### src/rtl/fma_sr_pkg.sv
package fma_sr_pkg;

    typedef enum logic [2:0] {
        CLS_ZERO,
        CLS_DENORM,
        CLS_NORMAL,
        CLS_INF,
        CLS_QNAN,
        CLS_SNAN
    } opclass_t;

    typedef enum logic [3:0] {
        ACT_QUIET_Z,
        ACT_QUIET_X,
        ACT_QUIET_Y,
        ACT_PASS_X,
        ACT_PASS_Y,
        ACT_PASS_Z,
        ACT_DEFAULT_NAN,
        ACT_INF_PROD,
        ACT_COMPUTE
    } action_t;

    typedef enum logic [1:0] {
        PK_INF_ZERO,
        PK_INF,
        PK_ZERO,
        PK_FINITE
    } prodkind_t;

endpackage

### src/rtl/fma_sr_classify.sv
module fma_sr_classify
    import fma_sr_pkg::*;
#(
    parameter int EXP_W  = 11,
    parameter int FRAC_W = 52,
    localparam int WORD_W = 1 + EXP_W + FRAC_W
) (
    input  logic [WORD_W-1:0] word,
    output opclass_t          cls
);

    logic [EXP_W-1:0]  expo;
    logic [FRAC_W-1:0] frac;
    logic              exp_ones;
    logic              exp_zero;
    logic              frac_zero;

    assign expo      = word[WORD_W-2 -: EXP_W];
    assign frac      = word[FRAC_W-1:0];
    assign exp_ones  = &expo;
    assign exp_zero  = ~|expo;
    assign frac_zero = ~|frac;

    always_comb begin
        if (exp_ones && frac_zero)
            cls = CLS_INF;
        else if (exp_ones && frac[FRAC_W-1])
            cls = CLS_QNAN;
        else if (exp_ones)
            cls = CLS_SNAN;
        else if (exp_zero && frac_zero)
            cls = CLS_ZERO;
        else if (exp_zero)
            cls = CLS_DENORM;
        else
            cls = CLS_NORMAL;
    end

endmodule

### src/rtl/fma_sr_arbiter.sv
module fma_sr_arbiter
    import fma_sr_pkg::*;
(
    input  opclass_t cls_z,
    input  opclass_t cls_x,
    input  opclass_t cls_y,
    output action_t  action
);

    prodkind_t kind;
    logic      any_inf;
    logic      any_zero;
    logic      z_qnan;
    logic      z_inf;

    assign any_inf  = (cls_x == CLS_INF)  || (cls_y == CLS_INF);
    assign any_zero = (cls_x == CLS_ZERO) || (cls_y == CLS_ZERO);
    assign z_qnan   = (cls_z == CLS_QNAN);
    assign z_inf    = (cls_z == CLS_INF);

    always_comb begin
        if (any_inf && any_zero)
            kind = PK_INF_ZERO;
        else if (any_inf)
            kind = PK_INF;
        else if (any_zero)
            kind = PK_ZERO;
        else
            kind = PK_FINITE;
    end

    always_comb begin
        if (cls_z == CLS_SNAN)
            action = ACT_QUIET_Z;
        else if (cls_x == CLS_SNAN)
            action = ACT_QUIET_X;
        else if (cls_y == CLS_SNAN)
            action = ACT_QUIET_Y;
        else if (cls_x == CLS_QNAN)
            action = ACT_PASS_X;
        else if (cls_y == CLS_QNAN)
            action = ACT_PASS_Y;
        else begin
            unique case (kind)
                PK_INF_ZERO: action = z_qnan ? ACT_PASS_Z : ACT_DEFAULT_NAN;
                PK_INF:      action = z_qnan ? ACT_PASS_Z : ACT_INF_PROD;
                PK_ZERO:     action = ACT_PASS_Z;
                PK_FINITE:   action = (z_qnan || z_inf) ? ACT_PASS_Z : ACT_COMPUTE;
                default:     action = ACT_COMPUTE;
            endcase
        end
    end

endmodule

### src/rtl/fma_sr_result.sv
module fma_sr_result
    import fma_sr_pkg::*;
#(
    parameter int EXP_W      = 11,
    parameter int FRAC_W     = 52,
    parameter bit LEGACY_NAN = 1'b0,
    localparam int WORD_W = 1 + EXP_W + FRAC_W
) (
    input  action_t           action,
    input  logic [WORD_W-1:0] op_z,
    input  logic [WORD_W-1:0] op_x,
    input  logic [WORD_W-1:0] op_y,
    output logic [WORD_W-1:0] result,
    output logic              special,
    output logic              invalid,
    output logic              compute
);

    localparam logic [WORD_W-1:0] QUIET_BIT = WORD_W'(1) << (FRAC_W - 1);
    localparam logic [EXP_W-1:0]  EXP_ONES  = {EXP_W{1'b1}};
    localparam logic [FRAC_W-1:0] DFLT_FRAC = LEGACY_NAN ? ({FRAC_W{1'b1}} >> 1)
                                                         : (FRAC_W'(1) << (FRAC_W - 1));
    localparam logic [WORD_W-1:0] DFLT_NAN  = {1'b0, EXP_ONES, DFLT_FRAC};

    logic inf_sign;

    assign inf_sign = op_x[WORD_W-1] ^ op_y[WORD_W-1];

    always_comb begin
        result  = '0;
        special = 1'b1;
        invalid = 1'b0;
        compute = 1'b0;
        unique case (action)
            ACT_QUIET_Z: begin
                result  = op_z | QUIET_BIT;
                invalid = 1'b1;
            end
            ACT_QUIET_X: begin
                result  = op_x | QUIET_BIT;
                invalid = 1'b1;
            end
            ACT_QUIET_Y: begin
                result  = op_y | QUIET_BIT;
                invalid = 1'b1;
            end
            ACT_PASS_X:      result = op_x;
            ACT_PASS_Y:      result = op_y;
            ACT_PASS_Z:      result = op_z;
            ACT_DEFAULT_NAN: begin
                result  = DFLT_NAN;
                invalid = 1'b1;
            end
            ACT_INF_PROD:    result = {inf_sign, EXP_ONES, {FRAC_W{1'b0}}};
            ACT_COMPUTE: begin
                special = 1'b0;
                compute = 1'b1;
            end
            default: begin
                special = 1'b0;
                compute = 1'b1;
            end
        endcase
    end

endmodule

### src/rtl/fma_special_resolver.sv
module fma_special_resolver
    import fma_sr_pkg::*;
#(
    parameter int EXP_W      = 11,
    parameter int FRAC_W     = 52,
    parameter bit LEGACY_NAN = 1'b0,
    localparam int WORD_W = 1 + EXP_W + FRAC_W
) (
    input  logic              clk,
    input  logic              rst_n,
    input  logic              in_valid,
    input  logic              negate_product,
    input  logic [WORD_W-1:0] op_z,
    input  logic [WORD_W-1:0] op_x,
    input  logic [WORD_W-1:0] op_y,
    output logic              out_valid,
    output logic              special_valid,
    output logic [WORD_W-1:0] special_result,
    output logic              invalid,
    output logic              compute,
    output logic              prod_sign
);

    localparam int N_OPS = 3;

    logic [WORD_W-1:0] ops [N_OPS];
    opclass_t          cls [N_OPS];
    action_t           action;
    logic [WORD_W-1:0] nxt_result;
    logic              nxt_special;
    logic              nxt_invalid;
    logic              nxt_compute;
    logic              nxt_psign;

    assign ops[0] = op_z;
    assign ops[1] = op_x;
    assign ops[2] = op_y;

    for (genvar g = 0; g < N_OPS; g++) begin : g_cls
        fma_sr_classify #(.EXP_W(EXP_W), .FRAC_W(FRAC_W)) u_cls (
            .word (ops[g]),
            .cls  (cls[g])
        );
    end

    fma_sr_arbiter u_arb (
        .cls_z  (cls[0]),
        .cls_x  (cls[1]),
        .cls_y  (cls[2]),
        .action (action)
    );

    fma_sr_result #(.EXP_W(EXP_W), .FRAC_W(FRAC_W), .LEGACY_NAN(LEGACY_NAN)) u_res (
        .action  (action),
        .op_z    (op_z),
        .op_x    (op_x),
        .op_y    (op_y),
        .result  (nxt_result),
        .special (nxt_special),
        .invalid (nxt_invalid),
        .compute (nxt_compute)
    );

    assign nxt_psign = op_x[WORD_W-1] ^ op_y[WORD_W-1] ^ negate_product;

    always_ff @(posedge clk) begin
        if (!rst_n) begin
            out_valid      <= 1'b0;
            special_valid  <= 1'b0;
            special_result <= '0;
            invalid        <= 1'b0;
            compute        <= 1'b0;
            prod_sign      <= 1'b0;
        end else begin
            out_valid      <= in_valid;
            special_valid  <= in_valid & nxt_special;
            special_result <= in_valid ? nxt_result : '0;
            invalid        <= in_valid & nxt_invalid;
            compute        <= in_valid & nxt_compute;
            prod_sign      <= in_valid & nxt_psign;
        end
    end

endmodule

### config.mk
export PLATFORM = sky130hd
export DESIGN_NAME = fma_special_resolver
export DESIGN_NICKNAME = d
export VERILOG_FILES = /design/src/rtl/fma_sr_pkg.sv /design/src/rtl/fma_sr_classify.sv /design/src/rtl/fma_sr_arbiter.sv /design/src/rtl/fma_sr_result.sv /design/src/rtl/fma_special_resolver.sv
export SDC_FILE = /design/constraint.sdc
export NUM_CORES = 1
export LEC_CHECK = 0
export ABC_AREA = 1
export BUFFER_PORTS_ARGS = -buffer_cell sky130_fd_sc_hd__buf_2
export CAP_MARGIN = 20
export CORE_MARGIN = 5
export CORE_UTILIZATION = 35
export DETAILED_ROUTE_END_ITERATION = 8
export PLACE_DENSITY = 0.66
export REMOVE_ABC_BUFFERS = 1
export SLEW_MARGIN = 20
export SYNTH_ARGS = -nofsm -noshare
export SYNTH_HDL_FRONTEND = slang
export SYNTH_HIERARCHICAL = 1
export SYNTH_SLANG_ARGS = --single-unit
### constraint.sdc
create_clock -name clk -period 3.2 [get_ports clk]
set_clock_uncertainty 0.2 [all_clocks]
set_input_delay 0.16 -clock clk [delete_from_list [all_inputs] [get_ports clk]]
set_output_delay 0.16 -clock clk [all_outputs]
set_load 0.005 [all_outputs]
==> reports/summary.md <==
The flow ran to the end, and the final reports show no timing, DRC or antenna violations. TritonCTS built the clock tree. Global routing finished with a remaining overflow of 0.

In this run the worst hold path is classified as in2reg. After Yosys synthesis, and, or, nand and nor cells account for 56.5% of the synthesized area. The synthesized netlist occupies a cell area of 4710 um^2.

Register area share after synthesis: 29.3%. STA classifies the critical path startpoint as a primary input. For this design the ratio of total power to cell area is 269 nW/um^2. The run gives 28.4% as the met1 global-route usage. For hold timing, the worst endpoint is prod_sign. The average vias per placed instance came out at 5.01. The run gives 0.196 mV as the maximum VDD drop. Counting flops and latches in the post-synthesis netlist gives 69. For the endpoint arrival time on the critical path, the log shows 3070 ps. After detailed routing, the total wire length is 22700 um. The tools report the all-layer global routing usage as 25.0%.

The Yosys step of the flow raised 6 warnings. The signal on the critical path passes through dlygate4sd3_1 -> buf_2 -> inv_2 -> nor3_2 -> nand2_1 -> nor2_4 -> or2_1 -> nand2_2 -> nor2_4 -> nand2_1 -> nand3_1 -> nand3_2 -> a21oi_2 -> buf_6 -> buf_4 -> nor2_2 -> nand2_4 -> nand2_8 -> buf_12 -> nand2_1 -> nand3_1 -> inv_1 -> nor2_2. Predominant post-synthesis flop cell: sky130_fd_sc_hd__dfxtp_1. Global routing consumed, on the met2 layer, 42.9% of the routing resources. Dividing the synthesized area by the synthesized cell count gives 5.74 um^2.

The repair_antennas step left the layout with diodes totalling 0. The layer with the highest usage is met2. The maximum net fanout on the critical path works out to 8. The number of placement rows was 42. In this run, distinct cell masters in the synthesized netlist total 27. At the pin with the least slew margin, the transition time is 944 ps.

For this run, design rule violations remaining after detail routing come to 0. Most numerous cell on the critical path: sky130_fd_sc_hd__nand2_1. The initial antenna violation count is 0.

The logs give 69 for the pin count of the biggest net entering global routing and 6758 for the number of global-route vias before repair. Total power of the final layout: 2.34 mW. In this run the tightest slew margin relative to its limit is 37.1%. The gate count after technology mapping was 820; the timing-limited maximum frequency was 0.325 GHz. The source of the worst hold timing path was op_y[63]. The share of synthesized area in the top cell type comes to 29.3%. Setup violations remaining at the end of the flow were counted as 0.

After Yosys synthesis, full adders, half adders and majority gates account for 0% of the synthesized area. At the worst endpoint, the required time is 3200 ps. The first-pass GRT wire length was 32500 um; the number of hold violations in the final report was 0. At the end of the flow, the number of nets in the layout was 1361. The die covers 15900 um^2. In the final layout, the multi-input gates occupy 3090 um^2. The compound-cell area share of the yosys netlist is 1.46%. Counting instances, the worst hold path has a depth of 4.

The most numerous cell in the Yosys netlist was sky130_fd_sc_hd__nand2_1. The first TritonRoute pass finished after 7 iterations. By count the netlist is led by sky130_fd_sc_hd__nand2_1 (278), sky130_fd_sc_hd__nor2_1 (161), sky130_fd_sc_hd__inv_1 (92). The standby leakage power is 4.68 nW, and the area taken by flip-flops and latches is 1380 um^2. 265 I/O pins were placed. After filler insertion, the fill cell instance count of the layout stands at 1077. The die is 126 um wide.

Relative to the synthesized area, the layout overhead comes to 84.5%. The mux share of post-synthesis cell area was 0%; the DRC violation total after the first TritonRoute iteration was 584. By area, the combinational part of the netlist is dominated by simple AND/OR/NAND/NOR gates.

Counting every sink on the clock net gives 69. The dominant cell type by area after synthesis was sky130_fd_sc_hd__dfxtp_1. In this run the standard cell core region covers 13200 um^2. Once detailed placement completed, the half-perimeter wirelength came to 13300 um. The H-tree was split into 3 levels. The post-route clock period utilization works out to 96.1%. Ranked by total cell area, the synthesized netlist is headed by sky130_fd_sc_hd__dfxtp_1 (29%), sky130_fd_sc_hd__nand2_1 (22%), sky130_fd_sc_hd__nor2_1 (13%). In the synthesized netlist the async set-or-reset flop fraction comes to 0%.

The biggest cell delay along the critical path is 510 ps, and the area of all placed cells without fillers is 8690 um^2. Library cell used as clock root buffer: sky130_fd_sc_hd__clkbuf_16. On the critical path, the stage with the largest delay is an instance of sky130_fd_sc_hd__dlygate4sd3_1. In the final layout, the share of cells above drive strength 1 is 29.8%. For this configuration, the core starts out at a cell density of 35.6%. The clock-pin slew reported for the worst setup and hold paths after clock tree synthesis works out to 60 ps.

Subtracting the final worst setup slack from the clock period gives 3080 ps. The detail route stage leaves a number of antenna-violating nets equal to 0. The post-synthesis share of cell area spent on xor and xnor gates is 0%, and the cell area after placement is 6220 um^2. The worst setup path is captured at a flip-flop. The count of port buffers added during placement was 264; the reported max-cap violation count was 0. Number of pins exceeding their max-slew limit in the final report: 0. For the largest buffer count on any clock path, the log shows 2. The startpoint of the worst setup timing path is op_z[58]. The die is 126 um tall.

Global routing consumed, on the met3 layer, 6.14% of the routing resources. After detailed routing, the average wire length per cell comes to 16.8 um. At the end of routability-driven placement, the weighted congestion stood at 0.906.

The total via count in the routed design was 6738. The worst setup path is of the in2reg kind. The number of enable-type register cells in the synthesized netlist was 0; the number of buffers created by CTS was 9.
flip-flops by register name, indices dropped and copies added, names as in the netlist:
register / count
special_valid: 1
prod_sign: 1
out_valid: 1
invalid: 1
special_result: 64
compute: 1
how the worst max path moves through the flow:
stage | end | slack [ps] | depth (start not counted)
floorplan | special_result[52] | -350 | 20
global placement | special_result[52] | 150 | 23
detailed placement | special_result[58] | 110 | 24
CTS | special_result[25] | 3 | 27
global route | special_result[24] | -70 | 22
finish | special_result[48] | 120 | 23
critical path, delay by kind of cell:
kind,cells,cell delay (ps)
compound gates,1,160
buf+inv,7,1170
simple gates,15,1570
per-layer routing:
layer,vias up,part of all wire [%],routed length (um)
met2,430,48,10800
li1,3176,-,-
met1,3037,38,8630
met4,0,4.8,1090
met3,95,9.3,2120
met5,-,0,0
metrics by stage:
step	hold WS [ps]	instances	util [%]	TNS (ps)	worst slack (ps)
floorplan	91.7	790	-	-21230	-349
global placement	199	1242	47.0	0	152
detailed placement	229	1242	47.0	0	108
CTS	4.75	1434	62.6	0	3.14
global route	44.8	1346	65.6	-1080	-74.1
finish	23.3	1346	65.6	0	124
final cells by class:
class                           instances  share of cell area (%)
Clock buffer                           13                    3.11
Clock inverter                          3                   0.490
Inverter                              103                    4.45
Multi-Input combinational cell        618                    35.5
Sequential cell                        69                    15.9
Tap cell                              176                    2.53
Timing Repair Buffer                  364                    38.0
cells in the final DEF (no fill, tap or decap), types with 3 or more instances in the layout:
| cell | instances |
|---|---|
| sky130_fd_sc_hd__buf_4 | 16 |
| sky130_fd_sc_hd__buf_6 | 4 |
| sky130_fd_sc_hd__buf_2 | 152 |
| sky130_fd_sc_hd__dfxtp_1 | 69 |
| sky130_fd_sc_hd__buf_12 | 7 |
| sky130_fd_sc_hd__nand2_4 | 8 |
| sky130_fd_sc_hd__dlygate4sd3_1 | 77 |
| sky130_fd_sc_hd__nor2_1 | 111 |
| sky130_fd_sc_hd__nor3_2 | 6 |
| sky130_fd_sc_hd__inv_1 | 91 |
| sky130_fd_sc_hd__or2_1 | 4 |
| sky130_fd_sc_hd__nor2_2 | 69 |
| sky130_fd_sc_hd__nor3_1 | 5 |
| sky130_fd_sc_hd__nand3b_1 | 11 |
| sky130_fd_sc_hd__nand3_1 | 88 |
| sky130_fd_sc_hd__nand3_2 | 4 |
| sky130_fd_sc_hd__clkbuf_8 | 3 |
| sky130_fd_sc_hd__nor2_4 | 17 |
| sky130_fd_sc_hd__nand2_2 | 19 |
| sky130_fd_sc_hd__nand4_1 | 3 |
| sky130_fd_sc_hd__dlymetal6s4s_1 | 99 |
| sky130_fd_sc_hd__clkbuf_16 | 18 |
| sky130_fd_sc_hd__inv_2 | 12 |
| sky130_fd_sc_hd__nand2_1 | 257 |
what timing repair did:
action                                 in CTS  in global routing
setup buffers                               0                 12
resized for setup                           0                207
endpoints found under the hold margin      63                  0
setup endpoints to repair                   0                 65
hold buffers                              176                  0
where the power goes:
part	total (mW)	switching, mW	internal [mW]
Sequential	0.862	0.000657	0.862
Combinational	0.414	0.177	0.237
Clock	1.06	0.396	0.666
Total	2.34	0.574	1.77
cell families after synthesis:
group,after synthesis
AND/OR/NAND/NOR,609
buffers and inverters,133
flip-flops,69
AO/OA/AOI/OAI,9
(Power assumes the default switching activity.)
